**config.mk**
```make
export PLATFORM = sky130hd
export DESIGN_NAME = onehot_fifo
export DESIGN_NICKNAME = d
export VERILOG_FILES = /design/src/rtl/onehot_fifo_pkg.sv /design/src/rtl/onehot_ring.sv /design/src/rtl/fifo_ctrl.sv /design/src/rtl/fifo_datapath.sv /design/src/rtl/onehot_fifo.sv
export SDC_FILE = /design/constraint.sdc
export NUM_CORES = 1
export LEC_CHECK = 0
export BUFFER_PORTS_ARGS = -buffer_cell sky130_fd_sc_hd__buf_2
export CAP_MARGIN = 10
export CORE_UTILIZATION = 55
export CTS_CLUSTER_SIZE = 20
export DETAILED_ROUTE_END_ITERATION = 10
export PLACE_DENSITY = 0.76
export SLEW_MARGIN = 10
export SYNTH_ARGS = -nofsm -noshare
export SYNTH_HDL_FRONTEND = slang
export SYNTH_SLANG_ARGS = --single-unit
export TNS_END_PERCENT = 5
```
**constraint.sdc**
```tcl
create_clock -name clk -period 2.8 [get_ports clk]
set_input_delay 0.14 -clock clk [delete_from_list [all_inputs] [get_ports clk]]
set_output_delay 0.14 -clock clk [all_outputs]
set_load 0.05 [all_outputs]
```
**src/rtl/onehot_fifo_pkg.sv**
```systemverilog
package onehot_fifo_pkg;

  // Strobes from control to datapath: one accepted write, one accepted read.
  typedef struct packed {
    logic push;
    logic pop;
  } fifoStrobe_t;

endpackage

```
**src/rtl/onehot_ring.sv**
```systemverilog
module onehot_ring #(
  parameter int N = 4
) (
  input  logic         clk,
  input  logic         rst_n,
  input  logic         advance,
  output logic [N-1:0] ptr
);

  logic [N-1:0] nextPtr;

  generate
    if (N == 1) begin : g_single
      assign nextPtr = ptr;
    end else begin : g_rotate
      assign nextPtr = {ptr[N-2:0], ptr[N-1]};
    end
  endgenerate

  always_ff @(posedge clk) begin
    if (!rst_n) begin
      ptr <= {{(N-1){1'b0}}, 1'b1};
    end else if (advance) begin
      ptr <= nextPtr;
    end
  end

endmodule

```
**src/rtl/fifo_ctrl.sv**
```systemverilog
module fifo_ctrl
  import onehot_fifo_pkg::*;
#(
  parameter int DEPTH = 4
) (
  input  logic        clk,
  input  logic        rst_n,
  input  logic        wrValid,
  input  logic        rdReady,
  output logic        wrReady,
  output logic        rdValid,
  output logic        full,
  output logic        empty,
  output fifoStrobe_t strobe
);

  localparam int CNT_W = $clog2(DEPTH + 1);
  localparam logic [CNT_W-1:0] CNT_MAX = CNT_W'(DEPTH);
  localparam logic [CNT_W-1:0] CNT_ONE = CNT_W'(1);

  logic [CNT_W-1:0] occupancy;

  assign full    = (occupancy == CNT_MAX);
  assign empty   = (occupancy == '0);
  assign rdValid = !empty;
  // When full, a same-cycle read frees a slot, so the write may proceed.
  assign wrReady = !full || rdReady;

  assign strobe.push = wrValid && wrReady;
  assign strobe.pop  = rdReady && rdValid;

  always_ff @(posedge clk) begin
    if (!rst_n) begin
      occupancy <= '0;
    end else begin
      unique case ({strobe.push, strobe.pop})
        2'b10:   occupancy <= occupancy + CNT_ONE;
        2'b01:   occupancy <= occupancy - CNT_ONE;
        default: occupancy <= occupancy;
      endcase
    end
  end

endmodule

```
**src/rtl/fifo_datapath.sv**
```systemverilog
module fifo_datapath
  import onehot_fifo_pkg::*;
#(
  parameter int DATA_W = 8,
  parameter int DEPTH  = 4
) (
  input  logic              clk,
  input  logic              rst_n,
  input  fifoStrobe_t       strobe,
  input  logic [DATA_W-1:0] wrData,
  output logic [DATA_W-1:0] rdData
);

  logic [DEPTH-1:0]  wrRing;
  logic [DEPTH-1:0]  rdRing;
  logic [DATA_W-1:0] slot [DEPTH];

  onehot_ring #(.N(DEPTH)) u_wrRing (
    .clk     (clk),
    .rst_n   (rst_n),
    .advance (strobe.push),
    .ptr     (wrRing)
  );

  onehot_ring #(.N(DEPTH)) u_rdRing (
    .clk     (clk),
    .rst_n   (rst_n),
    .advance (strobe.pop),
    .ptr     (rdRing)
  );

  // Each slot loads only when the write ring points at it.
  generate
    for (genvar s = 0; s < DEPTH; s++) begin : g_slot
      always_ff @(posedge clk) begin
        if (!rst_n) begin
          slot[s] <= '0;
        end else if (strobe.push && wrRing[s]) begin
          slot[s] <= wrData;
        end
      end
    end
  endgenerate

  // AND-OR selection gated by the read ring; no binary decode.
  always_comb begin
    rdData = '0;
    for (int s = 0; s < DEPTH; s++) begin
      rdData = rdData | (slot[s] & {DATA_W{rdRing[s]}});
    end
  end

endmodule

```
**src/rtl/onehot_fifo.sv**
```systemverilog
module onehot_fifo
  import onehot_fifo_pkg::*;
#(
  parameter int DATA_W = 8,
  parameter int DEPTH  = 4
) (
  input  logic              clk,
  input  logic              rst_n,
  input  logic              wrValid,
  input  logic [DATA_W-1:0] wrData,
  output logic              wrReady,
  output logic              rdValid,
  output logic [DATA_W-1:0] rdData,
  input  logic              rdReady,
  output logic              full,
  output logic              empty
);

  fifoStrobe_t strobe;

  fifo_ctrl #(.DEPTH(DEPTH)) u_ctrl (
    .clk     (clk),
    .rst_n   (rst_n),
    .wrValid (wrValid),
    .rdReady (rdReady),
    .wrReady (wrReady),
    .rdValid (rdValid),
    .full    (full),
    .empty   (empty),
    .strobe  (strobe)
  );

  fifo_datapath #(.DATA_W(DATA_W), .DEPTH(DEPTH)) u_dp (
    .clk    (clk),
    .rst_n  (rst_n),
    .strobe (strobe),
    .wrData (wrData),
    .rdData (rdData)
  );

endmodule

```
# Word-level counts from Yosys, hierarchy flattened
# Memory sizes are Yosys's and may differ from the RTL's.
# Index checks and enable logic that the tools add are counted.
op_classes:
  add_sub_neg: 2
  eq_ne: 3
  muxes: 18
  n_bitwise: 11
  n_reduce_logical: 11
op_table:
  columns: ["operator", "count"]
  rows:
  - ["$and A8 B8 Y8", 4]
  - ["$mux W8", 4]
  - ["$or A8 B8 Y8", 3]
  - ["$mux W1", 13]
  - ["$logic_and A1 B1 Y1", 6]
  - ["$pmux W3 S2", 1]
  - ["$or A1 B1 Y1", 4]
  - ["$add A3 B1 Y3 const B", 1]
  - ["$eq A3 B3 Y1 const B", 1]
  - ["$logic_not A3 Y1", 1]
  - ["$sub A3 B1 Y3 const B", 1]
  - ["$eq A2 B1 Y1 const B", 1]
  - ["$eq A2 B2 Y1 const B", 1]
  - ["$logic_not A1 Y1", 2]
  - ["$reduce_bool A2 Y1", 1]
  - ["$logic_or A1 B1 Y1", 1]
word_totals:
  regBits: 11
  ram_bits: 32
  inputBits: 12
  output_inout_bits: 12
  word_cells: 49
  mem_count: 1
mem_list:
  columns: ["name", "words", "width", "read_ports", "rd_clocked_by_memory_dff", "wr", "line_no", "text"]
  rows:
  - ["u_dp.slot", 4, 8, 4, 0, 4, "fifo_datapath.sv:16", "logic [DATA_W-1:0] slot [DEPTH];"]

# Depth between registers and ports, before layout
logic_depth:
  word_depth: 9
  depth_mapped: 10
  depth_no_buf: 9

# Modules after synthesis
# Synthesis repeated with hierarchy kept, for this count alone.
hier_totals:
  cells_unflattened: 154
  hier_area_um2: 1923.1
modules_own_cells:
  columns: ["module", "n_inst", "cells_per_inst", "area_each_um2"]
  rows:
  - ["fifo_datapath", 1, 104, 1416.4]
  - ["onehot_ring", 2, 13, 147.6]
  - ["fifo_ctrl", 1, 24, 211.5]

# Worst setup path after synthesis
# No wires, ideal clock.
synth_timing:
  path_type: "flip-flop to flip-flop"
  startpoint: "register u_ctrl.occupancy[0]"
  endpoint: "register u_ctrl.occupancy[2]"
  setup_ps: 70
  t_arrival_ps: 2526
  setup_slack_ps: 204
  stages_incl_launch_ff: 11
  n_path_buf: 1
  path_cell_list: "dfxtp_1 > or4b_4 > and2_4 > buf_6 > inv_2 > ha_1 > inv_1 > fa_1 > xor2_1 > or3_1 > a21oi_1"
synth_via:
  elab_chain_len: 6
  elab_cells_between_ends: 13
synth_rtl:
  columns: ["element", "line_no", "text"]
  rows:
  - ["start, declared", "fifo_ctrl.sv:21", "logic [CNT_W-1:0] occupancy;"]
  - ["start signal, assigned", "fifo_ctrl.sv:37", "2'b10: occupancy <= occupancy + CNT_ONE;"]
  - ["start signal, assigned", "fifo_ctrl.sv:38", "2'b01: occupancy <= occupancy - CNT_ONE;"]
  - ["start signal, assigned", "fifo_ctrl.sv:39", "default: occupancy <= occupancy;"]
  - ["$eq A3 B3 Y1 *", "fifo_ctrl.sv:23", "assign full = (occupancy == CNT_MAX);"]
  - ["$logic_not A1 Y1 *", "fifo_ctrl.sv:27", "assign wrReady = !full || rdReady;"]
  - ["$logic_or A1 B1 Y1 *", "fifo_ctrl.sv:27", null]
  - ["named net wrReady", "onehot_fifo.sv:11", "output logic wrReady,"]
  - ["$logic_and A1 B1 Y1 *", "fifo_ctrl.sv:29", "assign strobe.push = wrValid && wrReady;"]
  - ["$eq A2 B1 Y1 / $eq A2 B2 Y1 (equally long branches)", "fifo_ctrl.sv:36", "unique case ({strobe.push, strobe.pop})"]
  - ["$pmux W3 S2 / $reduce_bool A2 Y1 (equally long branches)", null, null]
# Mark *: on every way through the listed nets, which the timed path passes. The rest lies on a longest branch.
# A chain may end at the register's enable or synchronous reset.

# Worst setup path after layout
layout_timing:
  startpoint: "register u_ctrl.occupancy[0]"
  endpoint: "register u_ctrl.occupancy[2]"
layout_via:
  elab_chain_len: 6
  elab_cells_between_ends: 13
layout_rtl:
  columns: ["element", "line_no"]
  rows:
  - ["$eq A3 B3 Y1", "fifo_ctrl.sv:23"]
  - ["$logic_not A1 Y1", "fifo_ctrl.sv:27"]
  - ["$logic_or A1 B1 Y1", "fifo_ctrl.sv:27"]
  - ["$logic_and A1 B1 Y1", "fifo_ctrl.sv:29"]
  - ["$eq A2 B1 Y1 / $eq A2 B2 Y1 (equally long branches)", "fifo_ctrl.sv:36"]
  - ["$pmux W3 S2 / $reduce_bool A2 Y1 (equally long branches)", null]
# Several ways; a longest one is shown, not always the timed one.

==> run summary <==
core footprint -> 3340 um^2
Max Cap Viol -> 0
CP delay by family, top -> simple AND/OR/NAND/NOR gates
Clock Tree Buf Depth -> 2
Layout fillers -> 279
Worst Setup SP -> u_ctrl.occupancy[0]
final hold viol count -> 0
register area share after synthesis -> 61.7%
Clock Pin Slew Worst Setup and Hold Paths -> 120 ps
Setup WS pre-CTS -> 207 ps
grt met3 use -> 5.46%
R2R setup slack -> 170 ps
Cells after Synth -> 158
H-tree depth -> 2
Ys Warns -> 0
Hold/Removal Path Class -> in2reg
Initial DRC Count -> 56
Final period util -> 94.0%
final setup TNS -> 0 ps
CTS buffer count -> 5
Post-CTS Resized -> 0
Critical Path Fanout Max -> 38
post-synth top area share -> 50.2%
Lkg Pwr -> 0.946 nW
Routed wire per std cell -> 17.6 um
Data arrival, critical path -> 2920 ps
die area -> 3720 um^2
Critical R2R Launch -> u_ctrl.occupancy[0]
Die X -> 61.0 um
fin. max-slew vios -> 0
GRT busiest layer -> met2
Worst Setup Start Kind -> flip-flop
multi-input logic area -> 637 um^2
setup bufs post-CTS -> 0
PD cells -> 812 nW/um^2
CTS Root Cell -> clkbuf_4
crit path kind -> reg2reg
initial core utilization -> 57.4%
FF+latch count, synth -> 43
layout cells sized above 1 -> 20.0%
Critical Path Max Stage Delay -> 570 ps
GPL Wtd Cong -> 0.821
CP Depth -> 9
vias in the first global route -> 1168
crit path cell chain -> or4b_4 > and2_4 > inv_2 > ha_1 > inv_1 > fa_1 > xor2_1 > or3_1 > a21oi_1
biggest area consumer among synthesized cells -> edfxtp_1
final-report setup violation count -> 0
Synth area leaders -> edfxtp_1 (50%), dfxtp_1 (11%), and3_1 (11%), a22oi_1 (6.3%), nand2_1 (2.4%)
status -> finished, final reports clean
CP bufs+invs -> 2
Layout Nets -> 188
Reg-to-Reg End -> u_ctrl.occupancy[2]
n_diodes -> 0
crit path capture -> u_ctrl.occupancy[2]
Critical Path RT -> 3090 ps
hpwl dp -> 2570 um
Max VDD drop -> 0.000501 V
syn avg cell area -> 12.1 um^2
Post-DRT Antenna Nets -> 0
Syn-to-layout area delta -> 7.84%
GR Util met1 -> 28.8%
Vias/cell -> 5.87
DRT Wirelength -> 3880 um
fin cells -> 221
CTS Hold Bufs -> 0
worst skew pair latency -> 350 ps
GR Util All Layers -> 22.7%
crit end category -> flip-flop
drt pass-1 iters -> 4
clock skew after layout -> 8.13 ps
worst slew pin tran -> 459 ps
Synth Cell Area -> 1920 um^2
Max Clock Freq -> 380 MHz
initial antenna violation count -> 0
first-pass GRT wire length -> 5730 um
Reg area -> 1180 um^2
Tmin final -> 2630 ps
I/O pins -> 24
Distinct cells, synth -> 27
via count -> 1298
clock sinks -> 43
placed insts -> 213
Max stage delay cell, worst path -> or4b_4
largest net degree at the start of global routing -> 39
CTS tree -> yes
DRC -> 0
met2 usage -> 37.4%
RSZ-0062 raised after global routing -> no
worst reg2reg path depth -> 9
count of input and output buffers -> 23
Placement Rows -> 21
Slew HR -> 69.3%
Setup WS post-layout -> 169 ps
hold slack -> 54.8 ps
Overflow after GRT -> 0
die height -> 61.0 um
syn nets -> 172
-- state kept, by name (all words and copies together), names as in the netlist --
| name | cells |
|---|---|
| u_ctrl.occupancy | 3 |
| u_dp.slot | 32 |
| u_dp.u_rdRing.ptr | 4 |
| u_dp.u_wrRing.ptr | 4 |
-- worst reg2reg max path, stage by stage, from the launching register on --
cell	delay, ps
dfxtp_1	370
or4b_4	570
and2_4	280
inv_2	100
ha_1	190
inv_1	70
fa_1	390
xor2_1	160
or3_1	310
a21oi_1	140
-- cell type report --
class                           count  share of cell area (%)
Sequential cell                    43                    57.2
Multi-Input combinational cell     95                    30.8
Timing Repair Buffer               23                    5.57
Tap cell                           46                    2.79
Clock buffer                        5                    1.82
Inverter                            6                    1.09
Clock inverter                      3                   0.727
-- stage by stage --
step                total power, mW  area (um^2)  utilization, %
finish                         1.68         2070            61.9
global route                   1.76         2070            61.9
CTS                            1.68         2070            61.9
detailed placement             1.41         2010            60.3
global placement               1.37         2010            60.3
floorplan                      1.28         1920               -
-- how the worst min path moves through the flow --
stage               slack (ps)  depth (start not counted)      start                    to
floorplan                  360                          1  wrData[0]       u_dp.slot[0][0]
global route                60                          2      rst_n  u_dp.u_rdRing.ptr[0]
global placement           400                          2      rst_n  u_dp.u_rdRing.ptr[0]
detailed placement         410                          2      rst_n  u_dp.u_rdRing.ptr[0]
finish                      50                          2      rst_n  u_dp.u_rdRing.ptr[0]
CTS                         50                          2      rst_n  u_dp.u_rdRing.ptr[0]
-- synthesized netlist by cell type --
cell,n
a21o_1,4
mux2_1,1
a31o_2,1
nand3_1,3
and3_1,33
or3_1,2
and2_1,4
edfxtp_1,32
buf_6,3
a22oi_1,16
nor2_1,3
inv_1,5
or4b_4,1
xor2_1,2
dfxtp_1,11
inv_2,1
ha_1,1
buf_1,3
fa_1,1
mux2_4,2
a21oi_1,2
mux2i_1,1
o31a_1,1
o21ai_0,4
clkbuf_1,8
and2_4,1
nand2_1,12
-- logic make-up (layout without fill, tap and decap cells) --
kind of cell	Yosys count	in the layout	share of synthesized area, %
AO/OA/AOI/OAI	28	28	10.3
XOR/XNOR	2	2	0.915
adder cells (fa/ha/maj)	2	2	1.70
buffers and inverters	20	37	5.09
AND/OR/NAND/NOR	59	59	17.6
flip-flops	43	43	61.7
multiplexers	4	4	2.68
-- where the power goes --
group,leakage [nW],switching (mW),internal [mW]
Clock,0.0263,0.191,0.0922
Sequential,0.426,0.0765,0.754
Combinational,0.494,0.409,0.155
-- layout by cell type (no fill, tap or decap), drive strengths merged --
| master | synthesis | layout |
|---|---|---|
| a22oi | 16 | 16 |
| fa | 1 | 1 |
| or4b | 1 | 1 |
| a21o | 4 | 4 |
| ha | 1 | 1 |
| edfxtp | 32 | 32 |
| and3 | 33 | 33 |
| mux2 | 3 | 3 |
| and2 | 5 | 5 |
| clkinv | 0 | 2 |
| mux2i | 1 | 1 |
| a21oi | 2 | 2 |
| xor2 | 2 | 2 |
| a31o | 1 | 1 |
| inv | 6 | 6 |
| clkinvlp | 0 | 1 |
| dfxtp | 11 | 11 |
| nand2 | 12 | 12 |
| clkbuf | 8 | 5 |
| nand3 | 3 | 3 |
| or3 | 2 | 2 |
| nor2 | 3 | 3 |
| o21ai | 4 | 4 |
| o31a | 1 | 1 |
| buf | 6 | 23 |
-- routing by layer --
metal / routed length (um) / part of all wire [%]
met2: 1910 / 49
met5: 0 / 0
met1: 1680 / 43
met4: 84 / 2.2
met3: 210 / 5.4
Note: power is estimated with default switching activity, not from simulation.
